### src/rtl/msix_pkg.sv
package msix_pkg;
  typedef struct packed {
    logic setPend;
    logic clrPend;
  } pendStrobe_t;

  typedef enum logic [1:0] {
    W_ADDR_LO = 2'd0,
    W_ADDR_HI = 2'd1,
    W_DATA    = 2'd2,
    W_VCTRL   = 2'd3
  } entryWord_e;
endpackage

### src/rtl/msix_vec_store.sv
module msix_vec_store
  import msix_pkg::*;
#(
  parameter int NumVec = 8,
  parameter int CountW = 3,
  parameter int IdxW   = 4,
  parameter int AddrW  = 7
) (
  input  logic              clk,
  input  logic              rst_n,
  input  logic              regValid,
  input  logic              regWrite,
  input  logic              regPba,
  input  logic [AddrW-1:0]  regAddr,
  input  logic [31:0]       regWdata,
  output logic [31:0]       regRdata,
  input  logic              ctlWrite,
  input  logic              ctlEnable,
  input  logic              ctlMaskAll,
  output logic              fnMasked,
  output logic              intxDeassert,
  input  logic              useValid,
  input  logic              useInc,
  input  logic [IdxW-1:0]   useVec,
  input  pendStrobe_t       strobe,
  input  logic [IdxW-1:0]   pendIdx,
  input  logic [IdxW-1:0]   lookIdx,
  output logic [63:0]       lookAddr,
  output logic [31:0]       lookData,
  output logic [NumVec-1:0] effMask,
  output logic [NumVec-1:0] pendVec,
  output logic [NumVec-1:0] usedVec,
  output logic              kickScan
);
  localparam int SelW = $clog2(NumVec);
  localparam int PbaW = AddrW - 2;

  logic [31:0]       addrLoQ [NumVec];
  logic [31:0]       addrHiQ [NumVec];
  logic [31:0]       dataQ   [NumVec];
  logic [CountW-1:0] cntQ    [NumVec];
  logic [NumVec-1:0] maskQ, pendQ;
  logic              enQ, maskAllQ, intxQ;
  logic [31:0]       rdataQ, rdNext;

  logic [SelW-1:0] vecSel;
  entryWord_e      wordSel;
  logic            aligned, inTbl, tblWr, newFn, ctlKick, tblKick, curMask;

  assign fnMasked = !enQ || maskAllQ;
  assign aligned  = (regAddr[1:0] == 2'b00);
  assign vecSel   = regAddr[SelW+3:4];
  assign wordSel  = entryWord_e'(regAddr[3:2]);
  assign inTbl    = ({1'b0, vecSel} < (SelW+1)'(NumVec));
  assign tblWr    = regValid && regWrite && !regPba && aligned && inTbl;
  assign newFn    = !ctlEnable || ctlMaskAll;
  assign ctlKick  = ctlWrite && (newFn != fnMasked);

  always_comb begin
    curMask = 1'b0;
    for (int v = 0; v < NumVec; v++)
      if (vecSel == SelW'(v)) curMask = maskQ[v];
  end

  // any unmask transition restarts the scan, pending or not
  assign tblKick  = tblWr && (wordSel == W_VCTRL) && curMask && !regWdata[0] && !fnMasked;
  assign kickScan = ctlKick || tblKick;

  always_comb begin
    for (int v = 0; v < NumVec; v++) begin
      effMask[v] = maskQ[v] || fnMasked;
      usedVec[v] = (cntQ[v] != '0);
    end
    pendVec = pendQ;
  end

  always_comb begin
    lookAddr = '0;
    lookData = '0;
    for (int v = 0; v < NumVec; v++)
      if (lookIdx == IdxW'(v)) begin
        lookAddr = {addrHiQ[v], addrLoQ[v]};
        lookData = dataQ[v];
      end
  end

  always_comb begin
    rdNext = '0;
    if (aligned && regPba) begin
      for (int v = 0; v < NumVec; v++)
        if (regAddr[AddrW-1:2] == PbaW'(v / 32)) rdNext[v % 32] = pendQ[v];
    end else if (aligned && inTbl) begin
      for (int v = 0; v < NumVec; v++)
        if (vecSel == SelW'(v)) begin
          case (wordSel)
            W_ADDR_LO: rdNext = addrLoQ[v];
            W_ADDR_HI: rdNext = addrHiQ[v];
            W_DATA:    rdNext = dataQ[v];
            default:   rdNext = {31'b0, maskQ[v]};
          endcase
        end
    end
  end

  always_ff @(posedge clk) begin
    if (!rst_n) begin
      enQ      <= 1'b0;
      maskAllQ <= 1'b0;
      intxQ    <= 1'b0;
      rdataQ   <= '0;
      maskQ    <= '1;
      pendQ    <= '0;
      for (int v = 0; v < NumVec; v++) begin
        addrLoQ[v] <= '0;
        addrHiQ[v] <= '0;
        dataQ[v]   <= '0;
        cntQ[v]    <= '0;
      end
    end else begin
      intxQ <= ctlWrite && ctlEnable;
      if (ctlWrite) begin
        enQ      <= ctlEnable;
        maskAllQ <= ctlMaskAll;
      end
      if (regValid && !regWrite) rdataQ <= rdNext;
      for (int v = 0; v < NumVec; v++) begin
        if (tblWr && vecSel == SelW'(v)) begin
          case (wordSel)
            W_ADDR_LO: addrLoQ[v] <= regWdata;
            W_ADDR_HI: addrHiQ[v] <= regWdata;
            W_DATA:    dataQ[v]   <= regWdata;
            default:   maskQ[v]   <= regWdata[0];
          endcase
        end
        if (useValid && useVec == IdxW'(v)) begin
          if (useInc && cntQ[v] != '1)       cntQ[v] <= cntQ[v] + 1'b1;
          else if (!useInc && cntQ[v] != '0) cntQ[v] <= cntQ[v] - 1'b1;
        end
        if (strobe.setPend && pendIdx == IdxW'(v)) pendQ[v] <= 1'b1;
        if ((strobe.clrPend && pendIdx == IdxW'(v)) ||
            (useValid && !useInc && useVec == IdxW'(v) && cntQ[v] == CountW'(1)))
          pendQ[v] <= 1'b0;
      end
    end
  end

  assign regRdata     = rdataQ;
  assign intxDeassert = intxQ;

  // a pending-array write alone never moves a pending bit
  p_pba_readonly_r5: assert property (@(posedge clk) disable iff (!rst_n)
    regValid && regWrite && regPba && !strobe.setPend && !strobe.clrPend &&
    !(useValid && !useInc) |=> $stable(pendQ));

  // the deassert pulse follows a control write that leaves the function enabled
  p_intx_pulse_r7: assert property (@(posedge clk) disable iff (!rst_n)
    intxDeassert |-> enQ);
endmodule

### src/rtl/msix_deliver.sv
module msix_deliver
  import msix_pkg::*;
#(
  parameter int NumVec = 8,
  parameter int IdxW   = 4
) (
  input  logic              clk,
  input  logic              rst_n,
  input  logic              trigValid,
  input  logic [IdxW-1:0]   trigVec,
  output logic              trigReady,
  input  logic              kickScan,
  input  logic [NumVec-1:0] effMask,
  input  logic [NumVec-1:0] pendVec,
  input  logic [NumVec-1:0] usedVec,
  input  logic [63:0]       lookAddr,
  input  logic [31:0]       lookData,
  output logic [IdxW-1:0]   lookIdx,
  output pendStrobe_t       strobe,
  output logic [IdxW-1:0]   pendIdx,
  output logic              msgValid,
  input  logic              msgReady,
  output logic [63:0]       msgAddr,
  output logic [31:0]       msgData,
  output logic              busy
);
  localparam int SelW = $clog2(NumVec);

  logic            busyQ, msgValidQ;
  logic [IdxW-1:0] scanQ;
  logic [63:0]     msgAddrQ;
  logic [31:0]     msgDataQ;

  logic [SelW-1:0] trigSel, scanSel;
  logic slotFree, trigAcc, trigIn, trigUsed, trigMasked;
  logic scanHit, scanSend, scanStall, scanStep, loadMsg;

  assign slotFree   = !msgValidQ || msgReady;
  assign trigReady  = !busyQ && slotFree;
  assign trigAcc    = trigValid && trigReady;
  assign trigSel    = trigVec[SelW-1:0];
  assign scanSel    = scanQ[SelW-1:0];
  assign trigIn     = (trigVec < IdxW'(NumVec));
  assign trigUsed   = trigIn && usedVec[trigSel];
  assign trigMasked = effMask[trigSel];

  assign scanHit   = busyQ && pendVec[scanSel] && !effMask[scanSel];
  assign scanSend  = scanHit && usedVec[scanSel];
  assign scanStall = scanSend && !slotFree;
  assign scanStep  = busyQ && !scanStall;

  assign lookIdx        = busyQ ? scanQ : trigVec;
  assign pendIdx        = busyQ ? scanQ : trigVec;
  assign strobe.setPend = trigAcc && trigUsed && trigMasked;
  assign strobe.clrPend = scanHit && !scanStall;
  assign loadMsg        = (trigAcc && trigUsed && !trigMasked) || (scanSend && slotFree);

  always_ff @(posedge clk) begin
    if (!rst_n) begin
      msgValidQ <= 1'b0;
      msgAddrQ  <= '0;
      msgDataQ  <= '0;
      busyQ     <= 1'b0;
      scanQ     <= '0;
    end else begin
      if (loadMsg) begin
        msgValidQ <= 1'b1;
        msgAddrQ  <= lookAddr;
        msgDataQ  <= lookData;
      end else if (msgReady) begin
        msgValidQ <= 1'b0;
      end
      if (kickScan) begin
        busyQ <= 1'b1;
        scanQ <= '0;
      end else if (scanStep) begin
        if (scanQ == IdxW'(NumVec - 1)) busyQ <= 1'b0;
        else                            scanQ <= scanQ + 1'b1;
      end
    end
  end

  assign msgValid = msgValidQ;
  assign msgAddr  = msgAddrQ;
  assign msgData  = msgDataQ;
  assign busy     = busyQ;

  // an unconsumed message does not move
  p_msg_hold_r11: assert property (@(posedge clk) disable iff (!rst_n)
    msgValidQ && !msgReady |=> msgValidQ && $stable(msgAddrQ) && $stable(msgDataQ));

  // outside a scan no unmasked vector is left pending
  p_no_stray_pend_r4: assert property (@(posedge clk) disable iff (!rst_n)
    !busyQ |-> ((pendVec & ~effMask) == '0));

  // the scan pointer stays inside the table
  p_scan_bound_r8: assert property (@(posedge clk) disable iff (!rst_n)
    busyQ |-> (scanQ < IdxW'(NumVec)));

  // a dropped trigger leaves the output empty
  p_drop_r2: assert property (@(posedge clk) disable iff (!rst_n)
    trigAcc && !trigUsed |=> !msgValidQ);
endmodule

### src/rtl/msix_vector_ctrl.sv
module msix_vector_ctrl
  import msix_pkg::*;
#(
  parameter  int NumVec = 8,
  parameter  int CountW = 3,
  localparam int IdxW   = $clog2(NumVec) + 1,
  localparam int AddrW  = $clog2(NumVec) + 4
) (
  input  logic             clk,
  input  logic             rst_n,
  input  logic             regValid,
  input  logic             regWrite,
  input  logic             regPba,
  input  logic [AddrW-1:0] regAddr,
  input  logic [31:0]      regWdata,
  output logic [31:0]      regRdata,
  input  logic             ctlWrite,
  input  logic             ctlEnable,
  input  logic             ctlMaskAll,
  output logic             fnMasked,
  output logic             intxDeassert,
  input  logic             useValid,
  input  logic             useInc,
  input  logic [IdxW-1:0]  useVec,
  input  logic             trigValid,
  input  logic [IdxW-1:0]  trigVec,
  output logic             trigReady,
  output logic             msgValid,
  input  logic             msgReady,
  output logic [63:0]      msgAddr,
  output logic [31:0]      msgData,
  output logic             busy
);
  pendStrobe_t       strobe;
  logic [IdxW-1:0]   pendIdx, lookIdx;
  logic [63:0]       lookAddr;
  logic [31:0]       lookData;
  logic [NumVec-1:0] effMask, pendVec, usedVec;
  logic              kickScan;

  msix_vec_store #(.NumVec(NumVec), .CountW(CountW), .IdxW(IdxW), .AddrW(AddrW)) store_i (
    .clk, .rst_n, .regValid, .regWrite, .regPba, .regAddr, .regWdata, .regRdata,
    .ctlWrite, .ctlEnable, .ctlMaskAll, .fnMasked, .intxDeassert,
    .useValid, .useInc, .useVec, .strobe, .pendIdx, .lookIdx,
    .lookAddr, .lookData, .effMask, .pendVec, .usedVec, .kickScan
  );

  msix_deliver #(.NumVec(NumVec), .IdxW(IdxW)) deliver_i (
    .clk, .rst_n, .trigValid, .trigVec, .trigReady, .kickScan,
    .effMask, .pendVec, .usedVec, .lookAddr, .lookData, .lookIdx,
    .strobe, .pendIdx, .msgValid, .msgReady, .msgAddr, .msgData, .busy
  );
endmodule

### config.mk
export PLATFORM = sky130hd
export DESIGN_NAME = msix_vector_ctrl
export DESIGN_NICKNAME = d
export VERILOG_FILES = /design/src/rtl/msix_pkg.sv /design/src/rtl/msix_vec_store.sv /design/src/rtl/msix_deliver.sv /design/src/rtl/msix_vector_ctrl.sv
export SDC_FILE = /design/constraint.sdc
export NUM_CORES = 2
export LEC_CHECK = 0
export BUFFER_PORTS_ARGS = -buffer_cell sky130_fd_sc_hd__buf_2
export CAP_MARGIN = 20
export CELL_PAD_IN_SITES_DETAIL_PLACEMENT = 0
export CELL_PAD_IN_SITES_GLOBAL_PLACEMENT = 1
export CORE_MARGIN = 8
export CORE_UTILIZATION = 30
export DETAILED_ROUTE_END_ITERATION = 8
export GPL_ROUTABILITY_DRIVEN = 0
export PLACE_DENSITY_LB_ADDON = 0.1
export SLEW_MARGIN = 25
export SYNTH_ARGS = -nofsm -noshare
export SYNTH_HDL_FRONTEND = slang
export SYNTH_SLANG_ARGS = --single-unit
### constraint.sdc
create_clock -name clk -period 5.6 [get_ports clk]
set_input_delay 1.12 -clock clk [delete_from_list [all_inputs] [get_ports clk]]
set_output_delay 1.12 -clock clk [all_outputs]
set_load 0.02 [all_outputs]
==> results.py <==
metrics = {
    "run_status": {
        "status": "completed",
    },
    "synth": {
        "ys_seq_area_frac": 0.572,
        "synth_cells": 4380,
        "netlist_area_um2": 46900,
        "synth_fp_nets": 4480,
        "synthDistinctLibCells": 72,
        "syn_area_per_cell_um2": 10.7,
        "synth_top_area_frac": 0.507,
        "synth_top_area_cell": "edfxtp_1",
        "ys.flop_type": "edfxtp_1",
        "synthArstFlopShare": 0,
        "synth_edf_count": 792,
        "synth.area.top_cells": "edfxtp_1 51%, mux2i_1 7.1%, dfxtp_1 6.5%, nor2_1 6.1%, o21ai_0 4.3%",
        "synth-seq-cells": 945,
        "yosys_warnings": 0,
    },
    "clock_tree": {
        "cts_resized": 0,
        "insertion_delay_ns": 0.78,
        "numCtsBuffers": 113,
        "cts_buffer_depth": 3,
        "clkSinkCount": 945,
        "cts_tree": "yes",
        "clkSlewWorstSetupHoldPaths_ns": 0.06,
        "cts_hold_buffers": 0,
        "ctsHtreeMaxLevel": 3,
        "cts_root_buffer": "clkbuf_16",
        "cts_setup_buffers": 0,
    },
    "grt": {
        "grt_max_degree": 102,
        "grt_pass1_vias": 38056,
        "grt_pass1_wl_mm": 320,
        "overflow": 0,
        "antenna_found_initial": 9,
        "track_usage": 0.268,
    },
    "setup_path": {
        "crit_path_end_kind": "register",
        "crit_type": "register to register",
        "cp_common_cell": "a21oi_1",
        "crit_family": "compound AO/OA/AOI/OAI gates",
        "path_buf_inv": 1,
        "slowest_delay_ns": 0.93,
        "path_max_fanout": 32,
        "critPathArrivalTime_ns": 4.35,
        "crit_chain": "mux2_2 > o21a_4 > buf_12 > nand2_1 > o211ai_1 > a21oi_1 > a21oi_1",
        "cp_slowest_cell": "mux2_2",
        "cp-start-kind": "register",
        "cp_data_required_time_ns": 6.27,
    },
    "floorplan": {
        "core_um2": 156000,
        "rows": 145,
        "io_pins": 192,
        "dieArea_um2": 169000,
        "die_w_um": 411,
        "fp.dieH_um": 411,
        "start_util": 0.301,
    },
    "detailed_routing": {
        "dr.pass1.iters": 9,
        "via_count": 38500,
        "ant_nets": 0,
        "wl_mm": 236,
        "via_per_inst": 5.82,
        "detail_route.iter0.violations": 4377,
        "drc_errors": 0,
        "wl_per_cell_um": 35.7,
    },
    "sta": {
        "setup_tns_ns": 0,
        "tightest_slew_ns": 1.07,
        "finalHoldViolations": 0,
        "finalSetupViolations": 0,
        "finalCritPeriodShare": 0.658,
        "rsz0062_at_grt": "no",
        "post-route-min-period_ns": 3.68,
        "max-slew-margin-rel": 0.273,
        "slew_violations": 0,
        "fin_skew_ns": 0.0588,
        "hold_ws_ns": 0.493,
        "timing.fmax_ghz": 0.272,
        "fin_ws_ns": 1.92,
    },
    "placed_design": {
        "port_buffers": 191,
        "dp_hpwl_mm": 145,
        "dp_slack_ns": 1.39,
        "dp_cells": 6397,
    },
    "layout": {
        "final_common_cell": "edfxtp_1",
        "final_cells": 6615,
        "drive_gt1_frac": 0.157,
        "num-nets-final": 4554,
        "areaGrowthSynthToFinish_pct": 17.0,
        "final_cell_mix": "792 x edfxtp_1, 762 x nor2_1, 396 x o21ai_0",
    },
    "power_and_ir_drop": {
        "vdd_drop_max_v": 0.000279,
        "power_density_nw_per_um2": 335,
        "power_leakage_uw": 0.0198,
        "p_total_uw": 18400,
    },
    "worst_hold_path": {
        "hold_class": "register to register",
    },
    "run": {
        "max-cap-violations": 0,
    },
}
## worst register-to-register path: stages, from the launching register on
cell	delay [ns]
dfxtp_1	0.83
mux2_2	0.93
o21a_4	0.81
buf_12	0.34
nand2_1	0.15
o211ai_1	0.13
a21oi_1	0.24
a21oi_1	0.19
## metrics by stage
step / instance area, um2 / util
global route: 54900 / 0.352
finish: 54900 / 0.352
CTS: 54900 / 0.352
floorplan: 46900 / -
detailed placement: 51000 / 0.327
global placement: 50900 / 0.327
## power by group
group	internal, uW	switching [uW]
Clock	4650	3280
Sequential	7980	248
Combinational	638	1560
## flip-flops by register name, indices dropped and copies added, names as in the netlist, 4 cells and up
register,cells
deliver_i.msgData,32
store_i.addrLoQ,256
store_i.cntQ,24
store_i.maskQ,8
store_i.dataQ,256
deliver_i.msgAddr,64
store_i.addrHiQ,256
store_i.pendVec,8
store_i.regRdata,32
deliver_i.scanQ,4
## layer usage
layer | GRT usage | share of wire | vias up
met4 | 0.0810 | 0.032 | 0
met5 | 0 | 0 | -
met1 | 0.370 | 0.44 | 19900
li1 | - | - | 16413
met2 | 0.433 | 0.46 | 1817
met3 | 0.0421 | 0.068 | 370
## layout make-up
type / count / area [um2]
Timing Repair Buffer: 358 / 2780
Clock buffer: 149 / 3070
Fill cell: 15535 / 101000
Inverter: 93 / 352
Antenna cell: 2 / 5.00
Sequential cell: 945 / 26800
Multi-Input combinational cell: 2943 / 18400
Clock inverter: 67 / 848
Tap cell: 2058 / 2570
## synthesized netlist by cell type, types with 21 or more instances
cell type  instances
a21oi_1          161
a221o_1           25
a221oi_1          61
a222oi_1          71
a22oi_1           21
a311oi_1          26
a31oi_1           85
buf_1             39
buf_2            103
clkbuf_1         247
dfxtp_1          153
edfxtp_1         792
ha_1              41
inv_1             91
mux2_2            77
mux2i_1          335
nand2_1          421
nand2b_1          27
nand3_1           36
nor2_1           768
nor2b_1           31
nor3_1            28
o21ai_0          403
o21bai_1          22
o221ai_1          47
o22ai_1           32
o2bb2ai_1         25
o311ai_0          24
## final timing paths
check	cells past startpoint	slack (ns)	end	startpoint
worst max-delay path	7	1.92	deliver_i.msgAddr[35]$_SDFFE_PN0P_	deliver_i.scanQ[1]$_SDFFE_PP0P_
worst min-delay path	1	0.49	store_i.regRdata[13]$_SDFFE_PN0P_	store_i.regRdata[13]$_SDFFE_PN0P_
worst max register to register	7	1.92	deliver_i.msgAddr[35]$_SDFFE_PN0P_	deliver_i.scanQ[1]$_SDFFE_PP0P_
worst min register to register	1	0.49	store_i.regRdata[13]$_SDFFE_PN0P_	store_i.regRdata[13]$_SDFFE_PN0P_
## logic make-up (layout without fill, tap and decap cells)
kind of cell	after synthesis	in the layout	share of synthesized area
and+or+nand+nor	1351	1351	0.116
AOI/OAI and AO/OA	1116	1116	0.158
DFF	945	945	0.572
buffers and inverters	492	667	0.0430
muxes	431	431	0.0989
adders and majority gates	41	41	0.0109
xor gates and xnor gates	4	4	0.000747
other	0	2	0
No activity file was read; power rests on OpenSTA's default activity.
